--- config.mk ---
export PLATFORM = sky130hd
export DESIGN_NAME = rxq_irq_ctrl
export DESIGN_NICKNAME = d
export VERILOG_FILES = /design/src/rtl/rxq_irq_pkg.sv /design/src/rtl/rxq_evt_latch.sv /design/src/rtl/rxq_host_regs.sv /design/src/rtl/rxq_irq_combine.sv /design/src/rtl/rxq_irq_ctrl.sv
export SDC_FILE = /design/constraint.sdc
export NUM_CORES = 1
export LEC_CHECK = 0
export BUFFER_PORTS_ARGS = -buffer_cell sky130_fd_sc_hd__buf_2
export CORE_UTILIZATION = 41
export DETAILED_ROUTE_END_ITERATION = 8
export GPL_ROUTABILITY_DRIVEN = 0
export PLACE_DENSITY_LB_ADDON = 0.3
export SYNTH_ARGS = -nofsm -noshare
export SYNTH_HDL_FRONTEND = slang
export SYNTH_SLANG_ARGS = --single-unit
--- constraint.sdc ---
create_clock -name clk -period 1.6 [get_ports clk]
set_input_delay 0.08 -clock clk [delete_from_list [all_inputs] [get_ports clk]]
set_output_delay 0.08 -clock clk [all_outputs]
set_load 0.01 [all_outputs]
--- src/rtl/rxq_irq_pkg.sv ---
package rxq_irq_pkg;

    localparam int unsigned NUM_EVT = 4;

    // Status register bit positions; the enable register swaps 0 and 1.
    typedef enum int unsigned {
        EV_LOW_WM   = 0,
        EV_HIGH_WM  = 1,
        EV_QUEUE_OV = 2,
        EV_FIFO_OV  = 3
    } evt_idx_e;

    // Map a status bit position onto the enable bit that gates it.
    function automatic int unsigned enable_pos(input int unsigned sts_pos);
        if (sts_pos == int'(EV_LOW_WM))  return 1;
        if (sts_pos == int'(EV_HIGH_WM)) return 0;
        return sts_pos;
    endfunction

endpackage

--- src/rtl/rxq_evt_latch.sv ---
module rxq_evt_latch #(
    parameter int unsigned N = rxq_irq_pkg::NUM_EVT
) (
    input  logic         clk,
    input  logic         rst,
    input  logic [N-1:0] evt,
    input  logic         clr,
    output logic [N-1:0] sts
);

    logic [N-1:0] sts_q;

    for (genvar i = 0; i < N; i++) begin : g_bit
        always_ff @(posedge clk) begin
            if (rst) begin
                sts_q[i] <= 1'b0;
            end else begin
                // A new event always wins over the clearing read.
                sts_q[i] <= (sts_q[i] & ~clr) | evt[i];
            end
        end

        assert_event_sets_R4: assert property (@(posedge clk) disable iff (rst)
            evt[i] |=> sts_q[i]);

        assert_sticky_R4: assert property (@(posedge clk) disable iff (rst)
            (sts_q[i] && !clr) |=> sts_q[i]);

        assert_read_clears_R5: assert property (@(posedge clk) disable iff (rst)
            (clr && !evt[i]) |=> !sts_q[i]);

        assert_no_spurious_set_R4: assert property (@(posedge clk) disable iff (rst)
            (!sts_q[i] && !evt[i]) |=> !sts_q[i]);
    end

    assign sts = sts_q;

endmodule

--- src/rtl/rxq_host_regs.sv ---
module rxq_host_regs #(
    parameter int unsigned     ADDR_W   = 12,
    parameter int unsigned     DATA_W   = 8,
    parameter int unsigned     N        = rxq_irq_pkg::NUM_EVT,
    parameter logic [ADDR_W-1:0] ENA_ADDR = 12'h15C,
    parameter logic [ADDR_W-1:0] STS_ADDR = 12'h15D
) (
    input  logic              clk,
    input  logic              rst,
    input  logic [ADDR_W-1:0] addr,
    input  logic              wr,
    input  logic              rd,
    input  logic [DATA_W-1:0] wdata,
    input  logic [N-1:0]      sts,
    output logic [N-1:0]      en,
    output logic              sts_clr,
    output logic [DATA_W-1:0] rdata
);

    localparam int unsigned PAD_W = DATA_W - N;

    logic              hit_ena;
    logic              hit_sts;
    logic [N-1:0]      en_q;
    logic [DATA_W-1:0] rdata_q;
    logic [DATA_W-1:0] rd_mux;
    logic              unused_wdata_hi;

    assign hit_ena = (addr == ENA_ADDR);
    assign hit_sts = (addr == STS_ADDR);
    assign unused_wdata_hi = ^wdata[DATA_W-1:N];

    always_ff @(posedge clk) begin
        if (rst) begin
            en_q <= '0;
        end else if (wr && hit_ena) begin
            en_q <= wdata[N-1:0];
        end
    end

    always_comb begin
        rd_mux = '0;
        if (hit_ena) begin
            rd_mux = {{PAD_W{1'b0}}, en_q};
        end else if (hit_sts) begin
            rd_mux = {{PAD_W{1'b0}}, sts};
        end
    end

    always_ff @(posedge clk) begin
        if (rst) begin
            rdata_q <= '0;
        end else if (rd) begin
            rdata_q <= rd_mux;
        end
    end

    assign sts_clr = rd && hit_sts;
    assign en      = en_q;
    assign rdata   = rdata_q;

    assert_upper_bits_zero_R2: assert property (@(posedge clk) disable iff (rst)
        rdata_q[DATA_W-1:N] == '0);

    assert_enable_holds_R8: assert property (@(posedge clk) disable iff (rst)
        !(wr && hit_ena) |=> $stable(en_q));

    assert_rdata_holds_R10: assert property (@(posedge clk) disable iff (rst)
        !rd |=> $stable(rdata_q));

endmodule

--- src/rtl/rxq_irq_combine.sv ---
module rxq_irq_combine #(
    parameter int unsigned N = rxq_irq_pkg::NUM_EVT
) (
    input  logic [N-1:0] sts,
    input  logic [N-1:0] en,
    output logic         irq
);

    logic [N-1:0] gated;

    for (genvar i = 0; i < N; i++) begin : g_pair
        always_comb begin
            gated[i] = sts[i] & en[rxq_irq_pkg::enable_pos(i)];
        end
    end

    assign irq = |gated;

endmodule

--- src/rtl/rxq_irq_ctrl.sv ---
module rxq_irq_ctrl #(
    parameter int unsigned       ADDR_W   = 12,
    parameter int unsigned       DATA_W   = 8,
    parameter logic [ADDR_W-1:0] ENA_ADDR = 12'h15C,
    parameter logic [ADDR_W-1:0] STS_ADDR = 12'h15D
) (
    input  logic              clk,
    input  logic              rst,
    input  logic [ADDR_W-1:0] bus_addr,
    input  logic              bus_wr,
    input  logic              bus_rd,
    input  logic [DATA_W-1:0] bus_wdata,
    output logic [DATA_W-1:0] bus_rdata,
    input  logic              evt_fifo_ovf,
    input  logic              evt_queue_ovf,
    input  logic              evt_high_wm,
    input  logic              evt_low_wm,
    output logic              irq
);

    import rxq_irq_pkg::*;

    localparam int unsigned N = NUM_EVT;

    logic [N-1:0] evt_vec;
    logic [N-1:0] sts;
    logic [N-1:0] en;
    logic         sts_clr;

    always_comb begin
        evt_vec              = '0;
        evt_vec[EV_LOW_WM]   = evt_low_wm;
        evt_vec[EV_HIGH_WM]  = evt_high_wm;
        evt_vec[EV_QUEUE_OV] = evt_queue_ovf;
        evt_vec[EV_FIFO_OV]  = evt_fifo_ovf;
    end

    rxq_host_regs #(
        .ADDR_W   (ADDR_W),
        .DATA_W   (DATA_W),
        .N        (N),
        .ENA_ADDR (ENA_ADDR),
        .STS_ADDR (STS_ADDR)
    ) u_regs (
        .clk     (clk),
        .rst     (rst),
        .addr    (bus_addr),
        .wr      (bus_wr),
        .rd      (bus_rd),
        .wdata   (bus_wdata),
        .sts     (sts),
        .en      (en),
        .sts_clr (sts_clr),
        .rdata   (bus_rdata)
    );

    rxq_evt_latch #(
        .N (N)
    ) u_latch (
        .clk (clk),
        .rst (rst),
        .evt (evt_vec),
        .clr (sts_clr),
        .sts (sts)
    );

    rxq_irq_combine #(
        .N (N)
    ) u_comb (
        .sts (sts),
        .en  (en),
        .irq (irq)
    );

    assert_masked_quiet_R7: assert property (@(posedge clk) disable iff (rst)
        (en == '0) |-> !irq);

    assert_no_status_quiet_R7: assert property (@(posedge clk) disable iff (rst)
        (sts == '0) |-> !irq);

    assert_status_write_ignored_R9: assert property (@(posedge clk) disable iff (rst)
        (bus_wr && !bus_rd && (bus_addr == STS_ADDR) && (evt_vec == '0)) |=> $stable(sts));

    assert_disable_keeps_status_R8: assert property (@(posedge clk) disable iff (rst)
        (bus_wr && !bus_rd && (bus_addr == ENA_ADDR)) |=> (sts == ($past(sts) | $past(evt_vec))));

endmodule

---- After elaboration in Yosys (flattened, before gate mapping) ----
Cells that the tools add are included.
operators by class
  equal/unequal tests ..................... 2
  multiplexer cells ....................... 2
  bitwise logic cells ..................... 13
  reduce and logical (&&, ||, !) cells .... 3
operators by type and width
  kind                                                  count
  equality test 12 x 9 -> 1 bit, second input constant  2
  bitwise AND 1 bit                                     8
  2-to-1 mux 8 bit                                      1
  2-to-1 mux 4 bit                                      1
  OR 1 bit                                              4
  OR reduction 4 bit                                    1
  logical AND 1 bit                                     2
  inverter 1 bit                                        1
storage, ports and cells
  register bits after elaboration ......... 16
  input bits .............................. 28
  output and inout bits ................... 9
  logic and storage cells ................. 26

---- Depth between registers and ports, before layout ----
Gate-level depths: netlist of run 1.
  depth after elaboration ................. 5
  depth in mapped cells ................... 4
  mapped depth without buffers ............ 3

---- Cells and area by module ----
A second synthesis of run 1 with hierarchy kept.
second synthesis, totals
  cell total of the unflattened synthesis .. 69
  area, all modules ....................... 644.4 µm²
by module, submodules not included
  module           times used  cells each  area an instance (µm²)  seq. area each (µm²)
  rxq_host_regs    1           50          485.5                   160.2
  rxq_evt_latch    1           16          140.1                   80.1
  rxq_irq_combine  1           3           18.8                    0.0

---- Worst setup path after synthesis of run 1 ----
No wires, ideal clock.
  path type ............................... input to register
  start point ............................. input port bus_addr[1]
  end point ............................... register u_regs.rdata_q[0], in the netlist u_regs.rdata[0]
  library setup time ...................... 0.069 ns
  arrival time ............................ 1.134 ns
  required time ........................... 1.531 ns
  path slack .............................. 0.397 ns
  stages .................................. 3
  path buffers ............................ 0
  cells stage by stage .................... or3_4 or4_4 o21ai_1
between the ends
  longest elaborated chain between the ends .. 3
  elaborated cells between the ends (all ways) .. 4
  classes of those cells .................. 2 x eq/ne; 2 x mux
RTL lines
  what                           line                 RTL
  start, declared                rxq_irq_ctrl.sv:9    input logic [ADDR_W-1:0] bus_addr,
  equality test 12 x 9 -> 1 bit  rxq_host_regs.sv:30  assign hit_sts = (addr == STS_ADDR);
  2-to-1 mux 4 bit               rxq_host_regs.sv:45  end else if (hit_sts) begin
  2-to-1 mux 8 bit *             rxq_host_regs.sv:43  if (hit_ena) begin
  end signal, assigned           rxq_host_regs.sv:54  rdata_q <= rd_mux;
  end, declared                  rxq_host_regs.sv:25  logic [DATA_W-1:0] rdata_q;
Every way passes the cells marked *; elsewhere a longest branch is shown, timed or not.
A chain may end at the register's enable or synchronous reset.

---- Worst setup path after layout of run 1 ----
  start point ............................. register u_latch.sts_q[2], in the netlist u_latch.sts[2]
  end point ............................... output port irq
between the ends
  longest elaborated chain between the ends .. 2
RTL lines
  what                             line                   RTL
  start, declared                  rxq_evt_latch.sv:11    logic [N-1:0] sts_q;
  start signal, assigned by index  rxq_evt_latch.sv:19    sts_q[i] <= (sts_q[i] & ~clr) | evt[i];
  bitwise AND 1 bit                rxq_irq_combine.sv:13  gated[i] = sts[i] & en[rxq_irq_pkg::enable_pos(i)];
  OR reduction 4 bit               rxq_irq_combine.sv:17  assign irq = |gated;
  end, declared                    rxq_irq_ctrl.sv:18     output logic irq
No other way between the ends.

==> results by group, run 1 <==
Worst setup path
  • Worst Path Buf+Inv: 1
  • Critical path type: reg -> out
  • Critical-path top delay cell: dfxtp_1
  • CP peak stage delay: 0.33 ns
  • Startpoint types: flop
  • CP Capture Type: output port
  • Worst EP arrival: 1.01 ns
  • Maximum fanout along the worst path: 3
  • Critical path cell sequence: a22oi_1, nand2_1, buf_2
  • Flop-to-flop setup slack: 0.88 ns
  • Worst endpoint required time: 1.52 ns
  • Largest delay share family, worst path: flip-flops

Run
  • Max-cap viol count: 0

Floorplan
  • I/O Pins: 37
  • Core Area: ~1400 um^2
  • DIE HEIGHT: 41.4 um
  • Die area: 1710 um^2
  • Initial Util: between 40% and 50%
  • Rows: 13
  • Die X: slightly above 40 um

Clock tree
  • Worst-path clk slew: around 0.08 ns
  • CTS buffer count: 3
  • H-tree depth: 1
  • Max clock buf depth: 2
  • Post-cts resize count: 0
  • Hold-fix buffers, CTS: 0
  • Root buffer cell: clkbuf_4
  • Clk sinks: 12
  • Setup Fix Bufs, Post-CTS: 0
  • CTS tree: built
  • Clock Latency Late Sink: 0.27 ns

Synthesis
  • Post-synth top cells: dfxtp_1 (12), nand2b_1 (10), mux2i_1 (8), nand2_1 (6), nor2_1 (5)
  • Synthesized area: 637 um^2
  • Synth unique cells: 18
  • Syn Inst Count: 68
  • Most used flip-flop cell after synthesis: dfxtp_1
  • FFs w/ async S/R, synth: 0%
  • Count leader, synth: dfxtp_1
  • Synthesized flop and latch total: 12
  • Post-synth EDFFs: 0
  • Top cells by area, synth: dfxtp_1 (38%), mux2i_1 (13%), nand2b_1 (9.8%)
  • Biggest area consumer among synthesized cells: dfxtp_1
  • Syn_area_per_cell: 9.37 um^2
  • Synth warn: 0
  • Share of the synthesized area in the top cell type: between 30% and 40%
  • Seq/Total Area, Yosys: a little under two fifths

Placed design
  • Pre-CTS WS: 0.258 ns
  • Detail Placement HPWL: 915 um
  • Port buffer count: 28
  • Post-placement cell count: 108

STA
  • Clock skew: between 0.007 and 0.008 ns
  • Final hold vios: 0
  • Worst setup margin: 0.515 ns
  • Final count of pins violating max slew: 0
  • Final Critical Period: roughly 1.1 ns
  • Setup total negative slack: 0 ns
  • Final setup violation count: 0
  • RSZ-0062 raised after global routing: false
  • Fin crit share: 67.8%
  • F_max: roughly 920 MHz

Global routing
  • Total track usage: 14.4%
  • First-pass GRT wire length: around 1900 um
  • Largest net degree at the start of global routing: 15
  • Number of global-route vias before repair: 481
  • Initial antenna violation count: 0
  • Overflow after GRT: 0

Power and ir drop
  • Leakage: 0.384 nW
  • Max IR drop VDD: 0.406 mV
  • Pwr Total: 622 uW
  • Pwr Density: 772 nW/um^2

Detailed routing
  • # DRC: 0
  • Post-route ant nets: 0
  • Avg WL per Cell: 9.83 um
  • Iteration-0 DRC Markers: 9
  • Avg Vias per Cell: between 4 and 5
  • Vias: between 500 and 600
  • First-pass iteration count of the detailed router: 3
  • Routed WL: around 1100 um

Finish
  • Final Non-Filler Cells: about 110
  • Layout net count: 126
  • Area grow syn2layout: 26.5%
  • Share of cells above drive strength 1: 38.1%
  • ANT cells: 0
  • Fill cells: 128

Run status
  • Status: completed

Worst hold path
  • Hold crit path type: in -> reg
==> kinds of logic (layout without fill, tap and decap cells) <==
kind of cell           count (synthesis)  in the layout  share of synthesized area [%]
DFF                                   12             12                           37.7
buffers and inverters                 10             36                           8.25
other                                  1              4                          0.589
and+or+nand+nor                       27             27                           30.6
muxes                                  8              8                           12.6
AOI/OAI and AO/OA                     10             10                           10.2
==> worst paths after layout <==
check / end / depth (start not counted) / start
setup reg to reg: u_latch.sts[1]$_SDFF_PP0_ / 2 / u_latch.sts[1]$_SDFF_PP0_
hold reg to reg: u_regs.rdata[3]$_SDFFE_PP0P_ / 2 / u_regs.rdata[3]$_SDFFE_PP0P_
hold / removal: u_latch.sts[2]$_SDFF_PP0_ / 3 / evt_queue_ovf
setup / recovery: irq / 3 / u_latch.sts[2]$_SDFF_PP0_
==> layout by cell type, fill, tap and decap left out, drive strengths merged <==
cell,Yosys,layout
nand4bb,1,1
buf,4,28
conb,1,4
nor2,5,5
nor4,2,2
nand2b,10,10
dfxtp,12,12
or4,1,1
mux2i,8,8
nand2,6,6
a211oi,4,4
inv,4,4
clkbuf,2,4
or3,1,1
o21ai,4,4
nand4b,1,1
a22oi,2,2
==> worst reg2reg max path, cell delays in order, from the launching register on <==
cell and delay [ns]:
dfxtp_1 0.37, nor2_1 0.06, a211oi_1 0.21
==> registers in the layout (all words and copies together), names as in the netlist <==
name,cells
u_regs.rdata,4
u_regs.en,4
u_latch.sts,4
==> per-layer routing <==
metal / share of wire (%) / GRT usage [%]
met5: 0 / 0
met4: 0.45 / 3.87
met2: 49 / 23.4
met1: 44 / 17.1
met3: 6.0 / 6.52
==> stage by stage <==
| step | util, % | cell area (um^2) | hold slack (ns) |
|---|---|---|---|
| floorplan | - | 648 | 0.214 |
| global placement | 56.3 | 769 | 0.332 |
| detailed placement | 56.3 | 769 | 0.338 |
| CTS | 59.0 | 806 | 0.0396 |
| global route | 59.0 | 806 | 0.0389 |
| finish | 59.0 | 806 | 0.0486 |
==> cell type report <==
cell class | instances | area (um^2) | area share (%)
Multi-Input combinational cell | 49 | 355 | 44.1
Timing Repair Buffer | 28 | 140 | 17.4
Tap cell | 15 | 18.8 | 2.33
Sequential cell | 12 | 240 | 29.8
Inverter | 4 | 15.0 | 1.86
Clock buffer | 4 | 36.3 | 4.50
==> report_power, final <==
group	internal [mW]	switching (mW)	leakage (nW)	total [mW]
Combinational	0.0387	0.0349	0.265	0.0736
Sequential	0.306	0.00538	0.0980	0.311
Clock	0.138	0.0987	0.0210	0.237
Total	0.483	0.139	0.384	0.622
(Power assumes the default switching activity.)
==> inputs of run 2 (changes only) <==
ABC_AREA = 1   (was not set)
CORE_UTILIZATION = 42   (was 41)
clock period = 1.1 ns   (was 1.6 ns; I/O delays follow)
==> run 2 against run 1 <==
Net effect:
- critical endpoint unchanged
- combinational power grew 64%
- die area grew 1.7%
- critical path type unchanged
- sequential power grew 49%
- utilization is essentially flat
- final cell count grew 28%
- non-clock buffer count is the same
- largest cell class unchanged
- total power grew 34%
- worst setup slack lost 0.37 ns
- sequential share of layout area shrank 0.37 points
- flip-flop and latch count is the same
==> results by group, run 2 <==
Worst setup path
  • Maximum fanout along the worst path: 3
  • Worst endpoint required time: 1.04 ns
  • Startpoint types: flop
  • CP Capture Type: output port
  • Critical path cell sequence: nand2_1, nand4_1, buf_2
  • Critical path type: reg -> out
  • CP peak stage delay: roughly 0.36 ns
  • Critical-path top delay cell: dfxtp_1
  • Worst EP arrival: 0.90 ns

Synthesis
  • Most used flip-flop cell after synthesis: dfxtp_1
  • FFs w/ async S/R, synth: 0%
  • Synth warn: 0
  • Syn Inst Count: 100
  • Count leader, synth: nand2_1
  • Simple-gate share of the synthesized area: 45.0%
  • Post-synth EDFFs: 0
  • Synthesized flop and latch total: 12
  • Share of the synthesized area in the top cell type: a little over a third
  • Synthesized area: 664 um^2
  • Seq/Total Area, Yosys: 36.2%
  • Post-synthesis compound-gate area fraction: 3.01%
  • Post-synth top cells: nand2_1 (23), nor2_1 (18), inv_1 (16), nand3_1 (13), dfxtp_1 (12)
  • Syn_area_per_cell: 6.64 um^2
  • Adder-Cell Fraction of Synth Area: 0%
  • Largest family of logic cells by synthesized area: simple AND/OR/NAND/NOR gates
  • Top cells by area, synth: dfxtp_1 (36%), nand2_1 (13%), nor2_1 (10%)
  • Post-synthesis mux area share: 0%
  • Synth unique cells: 15
  • Xor/xnor share of the synthesized area: 0%
  • Biggest area consumer among synthesized cells: dfxtp_1

Finish
  • Final core utilization: 59.0%
  • Fill cells: between 100 and 150
  • Commonest non-fill, non-tap cell in the layout: buf_2
  • Reg area: 240 um^2
  • ANT cells: 0
  • Area grow syn2layout: 22.8%
  • Multi-input gate area: 334 um^2
  • Share of cells above drive strength 1: 28.9%
  • Most frequent cells in the layout: buf_2 (28), nand2_1 (23), nor2_1 (18)
  • Layout net count: around 160

Detailed routing
  • # DRC: 0
  • Routed WL: 1300 um
  • Max layer used: met4
  • Met2 WL: about 630 um
  • First-pass iteration count of the detailed router: 4
  • DRT met1 WL: between 500 and 600 um
  • Post-route ant nets: 0
  • Avg Vias per Cell: 4.62
  • Avg WL per Cell: 9.08 um
  • Iteration-0 DRC Markers: 5
  • Vias: 661
  • Met3 routed WL: 71 um

STA
  • Final hold vios: 0
  • RSZ-0062 raised after global routing: false
  • Fin crit share: between 80 and 90%
  • Hold_ws: 0.0248 ns
  • Final Critical Period: 0.958 ns
  • Final setup violation count: 0
  • Final count of pins violating max slew: 0
  • Clock skew: ~0.00096 ns
  • F_max: 1040 MHz
  • Worst setup margin: 0.142 ns
  • Setup total negative slack: 0 ns

Worst hold path
  • Hold crit path type: in -> reg

Power and ir drop
  • Sw Share: 23.8%
  • Pwr Total: 830 uW
  • Logic pwr share: 14.6%
  • Flop pwr share: 55.8%
  • Sw power: 197 uW
  • Leakage: 0.465 nW
  • Pwr Density: 1020 nW/um^2
  • Clock power frac: 29.6%
  • Internal: approximately 630 uW
  • Max IR drop VDD: 0.724 mV

Clock tree
  • CTS tree: built
  • H-tree depth: 1
  • Clock Latency Late Sink: 0.26 ns
  • Clk sinks: 12
  • Max clock buf depth: 2
  • Root buffer cell: clkbuf_4
  • Post-cts resize count: 0
  • Worst-path clk slew: roughly 0.06 ns
  • Setup Fix Bufs, Post-CTS: 0
  • CTS buffer count: 3
  • Hold-fix buffers, CTS: 0

Global routing
  • Total track usage: 16.0%
  • Largest net degree at the start of global routing: 11
  • Number of global-route vias before repair: 564
  • Initial antenna violation count: 0
  • First-pass GRT wire length: between 2000 and 2500 um
  • Overflow after GRT: 0

Floorplan
  • DIE HEIGHT: between 40 and 50 um
  • Rows: 13
  • Die X: ~42 um
  • Die area: 1740 um^2
  • Initial Util: 48.1%
  • Core Area: 1380 um^2
  • I/O Pins: 37

Run status
  • Status: completed

Placed design
  • Port buffer count: 28
  • Pre-CTS WS: 0.0672 ns
  • Detail Placement HPWL: approximately 1000 um

Run
  • Max-cap viol count: 0
==> run 2: area by class of cell <==
cell class / instances / area share [%]
well taps: 15 / 2.30
multi-input cells: 69 / 41.0
repair buffers: 28 / 17.2
flip-flops and latches: 12 / 29.4
clock buffers: 3 / 2.76
inverters: 16 / 7.36
==> run 2: logic make-up after synthesis <==
| logic type | count (synthesis) |
|---|---|
| and+or+nand+nor | 61 |
| DFF | 12 |
| other | 1 |
| buffers and inverters | 22 |
| AOI/OAI and AO/OA | 4 |
==> run 2: power by group through the flow <==
stage                     Sequential, mW  Clock [mW]  Combinational [mW]
after floorplan                    0.474           0              0.0727
after global placement             0.473           0               0.118
after detailed placement           0.473           0               0.122
after CTS                          0.463       0.262               0.123
after global routing               0.466       0.288               0.136
final                              0.464       0.245               0.121
==> run 2: final timing paths <==
check	start	slack, ns	depth (start not counted)	end
worst min-delay path	bus_wdata[3]	0.02	3	u_regs.en[3]$_SDFFE_PP0P_
worst max register to register	u_latch.sts[1]$_SDFF_PP0_	0.40	4	u_regs.rdata[1]$_SDFFE_PP0P_
worst max-delay path	u_latch.sts[2]$_SDFF_PP0_	0.14	3	irq
worst min register to register	u_latch.sts[0]$_SDFF_PP0_	0.49	2	u_latch.sts[0]$_SDFF_PP0_
==> run 2: per-stage QoR <==
stage / cell area (um^2) / instances
floorplan: 676 / 103
global placement: 793 / 140
detailed placement: 793 / 140
CTS: 816 / 143
global route: 816 / 143
finish: 816 / 143
==> run 2: routing by layer <==
metal	global-route usage (%)	vias up
met5	0	-
met4	9.68	0
met3	1.74	2
met2	26.9	22
met1	19.4	281
li1	-	356
==> run 2: worst max-delay path: cells and delay by family (launching register included) <==
family                 cells  cell delay [ns]
and+or+nand+nor            2             0.15
buffers and inverters      1             0.13
DFF                        1             0.36
==> inputs of run 3 (changes only) <==
HOLD_SLACK_MARGIN = 0.08   (was not set)
==> run 3 against run 2 <==
Net effect:
- register-to-register slack about the same
- largest power group unchanged
- final cell count increased by 6.3%
- critical endpoint unchanged
- routed wire length increased by 11%
- maximum frequency about the same
==> results by group, run 3 (same netlist as run 2, synthesis figures left out) <==
Global routing
  • First-pass GRT wire length: 2440 um
  • Overflow after GRT: 0
  • Initial antenna violation count: 0
  • Total track usage: 17.8%
  • Number of global-route vias before repair: 657
  • Largest net degree at the start of global routing: 11

STA
  • F_max: 1050 MHz
  • Final hold vios: 0
  • Setup total negative slack: 0 ns
  • RSZ-0062 raised after global routing: false
  • Final count of pins violating max slew: 0
  • Fin crit share: 87.0%
  • Final setup violation count: 0
  • Final Critical Period: between 0.9 and 1 ns
  • Clock skew: 0.000744 ns

Worst setup path
  • Worst endpoint required time: between 1 and 1.5 ns
  • Maximum fanout along the worst path: 3
  • CP Capture Type: output port
  • Worst EP arrival: 0.90 ns
  • Critical path type: reg -> out
  • Startpoint types: flop

Floorplan
  • Core Area: 1380 um^2
  • Die X: 41.8 um
  • DIE HEIGHT: 41.8 um
  • Initial Util: about half
  • Rows: 13
  • Die area: 1740 um^2
  • I/O Pins: 37

Detailed routing
  • Iteration-0 DRC Markers: 19
  • Vias: 707
  • Avg WL per Cell: 9.52 um
  • # DRC: 0
  • First-pass iteration count of the detailed router: 4
  • Avg Vias per Cell: 4.65
  • Routed WL: between 1000 and 1500 um
  • Post-route ant nets: 0

Clock tree
  • H-tree depth: 1
  • Worst-path clk slew: 0.07 ns
  • CTS buffer count: 3
  • CTS tree: built
  • Setup Fix Bufs, Post-CTS: 0
  • Root buffer cell: clkbuf_4
  • Clock Latency Late Sink: 0.26 ns
  • Clk sinks: 12
  • Max clock buf depth: 2

Run
  • Max-cap viol count: 0

Power and ir drop
  • Max IR drop VDD: 0.703 mV
  • Leakage: 0.503 nW
  • Pwr Density: ~950 nW/um^2

Finish
  • Share of cells above drive strength 1: 27.0%
  • Area grow syn2layout: 36.3%
  • Layout net count: ~170
  • Final core utilization: 65.5%
  • Most frequent cells in the layout: buf_2 (28), nand2_1 (23), nor2_1 (18)
  • ANT cells: 0
  • Commonest non-fill, non-tap cell in the layout: buf_2

Placed design
  • Port buffer count: 28
  • Detail Placement HPWL: ~1000 um

Run status
  • Status: completed

Worst hold path
  • Hold crit path type: in -> reg
[run 3: worst max-delay path: stages, from the launching register on]
cell and delay, ns:
dfxtp_1 0.36, nand2_1 0.06, nand4_1 0.09, buf_2 0.13
[run 3: path summary, 6_finish.rpt]
| path | from | endpoint | slack, ns | cells after the start |
|---|---|---|---|---|
| worst max-delay path | u_regs.en[0]$_SDFFE_PP0P_ | irq | 0.14 | 3 |
| worst min-delay path | bus_rd | u_regs.rdata[3]$_SDFFE_PP0P_ | 0.14 | 4 |
| worst max register to register | u_latch.sts[1]$_SDFF_PP0_ | u_regs.rdata[1]$_SDFFE_PP0P_ | 0.40 | 4 |
| worst min register to register | u_latch.sts[0]$_SDFF_PP0_ | u_latch.sts[0]$_SDFF_PP0_ | 0.49 | 2 |
[run 3: what timing repair did]
action / 4_1_cts / 5_1_grt
resized for setup: 0 / 0
hold buffers: 9 / 0
hold endpoints to repair: 8 / 0
[run 3: power breakdown]
| group | internal (mW) | total (mW) | switching [mW] | leakage [nW] |
|---|---|---|---|---|
| sequential | 0.452 | 0.463 | 0.0113 | 0.0987 |
| combinational | 0.0756 | 0.146 | 0.0707 | 0.390 |
| clock | 0.126 | 0.247 | 0.121 | 0.0138 |
| total | 0.654 | 0.857 | 0.203 | 0.503 |
[run 3: layout make-up]
type / count / area (um^2)
tap: 15 / 18.8
inverter: 16 / 60.1
multi-input combinational: 69 / 334
clock buffer: 3 / 22.5
timing repair buffer: 37 / 230
fill: 124 / 477
sequential: 12 / 240
[run 3: metal layers]
| layer | GRT usage (%) | part of all wire, % | up-vias |
|---|---|---|---|
| li1 | - | - | 373 |
| met1 | 19.4 | 40 | 300 |
| met2 | 31.9 | 52 | 30 |
| met3 | 1.74 | 5.9 | 4 |
| met4 | 12.3 | 2.3 | 0 |
| met5 | 0 | 0 | - |
[run 3: through the flow]
step / cell area, um^2 / worst slack, ns / cells / total power [mW] / hold WS, ns
2_1_floorplan: 676 / 0.282 / 103 / 0.547 / 0.188
3_3_place_gp: 793 / 0.0916 / 140 / 0.591 / 0.277
3_5_place_dp: 793 / 0.0672 / 140 / 0.595 / 0.291
4_1_cts: 906 / 0.125 / 152 / 0.872 / 0.134
5_1_grt: 906 / 0.0791 / 152 / 0.916 / 0.141
6_report: 906 / 0.143 / 152 / 0.857 / 0.145
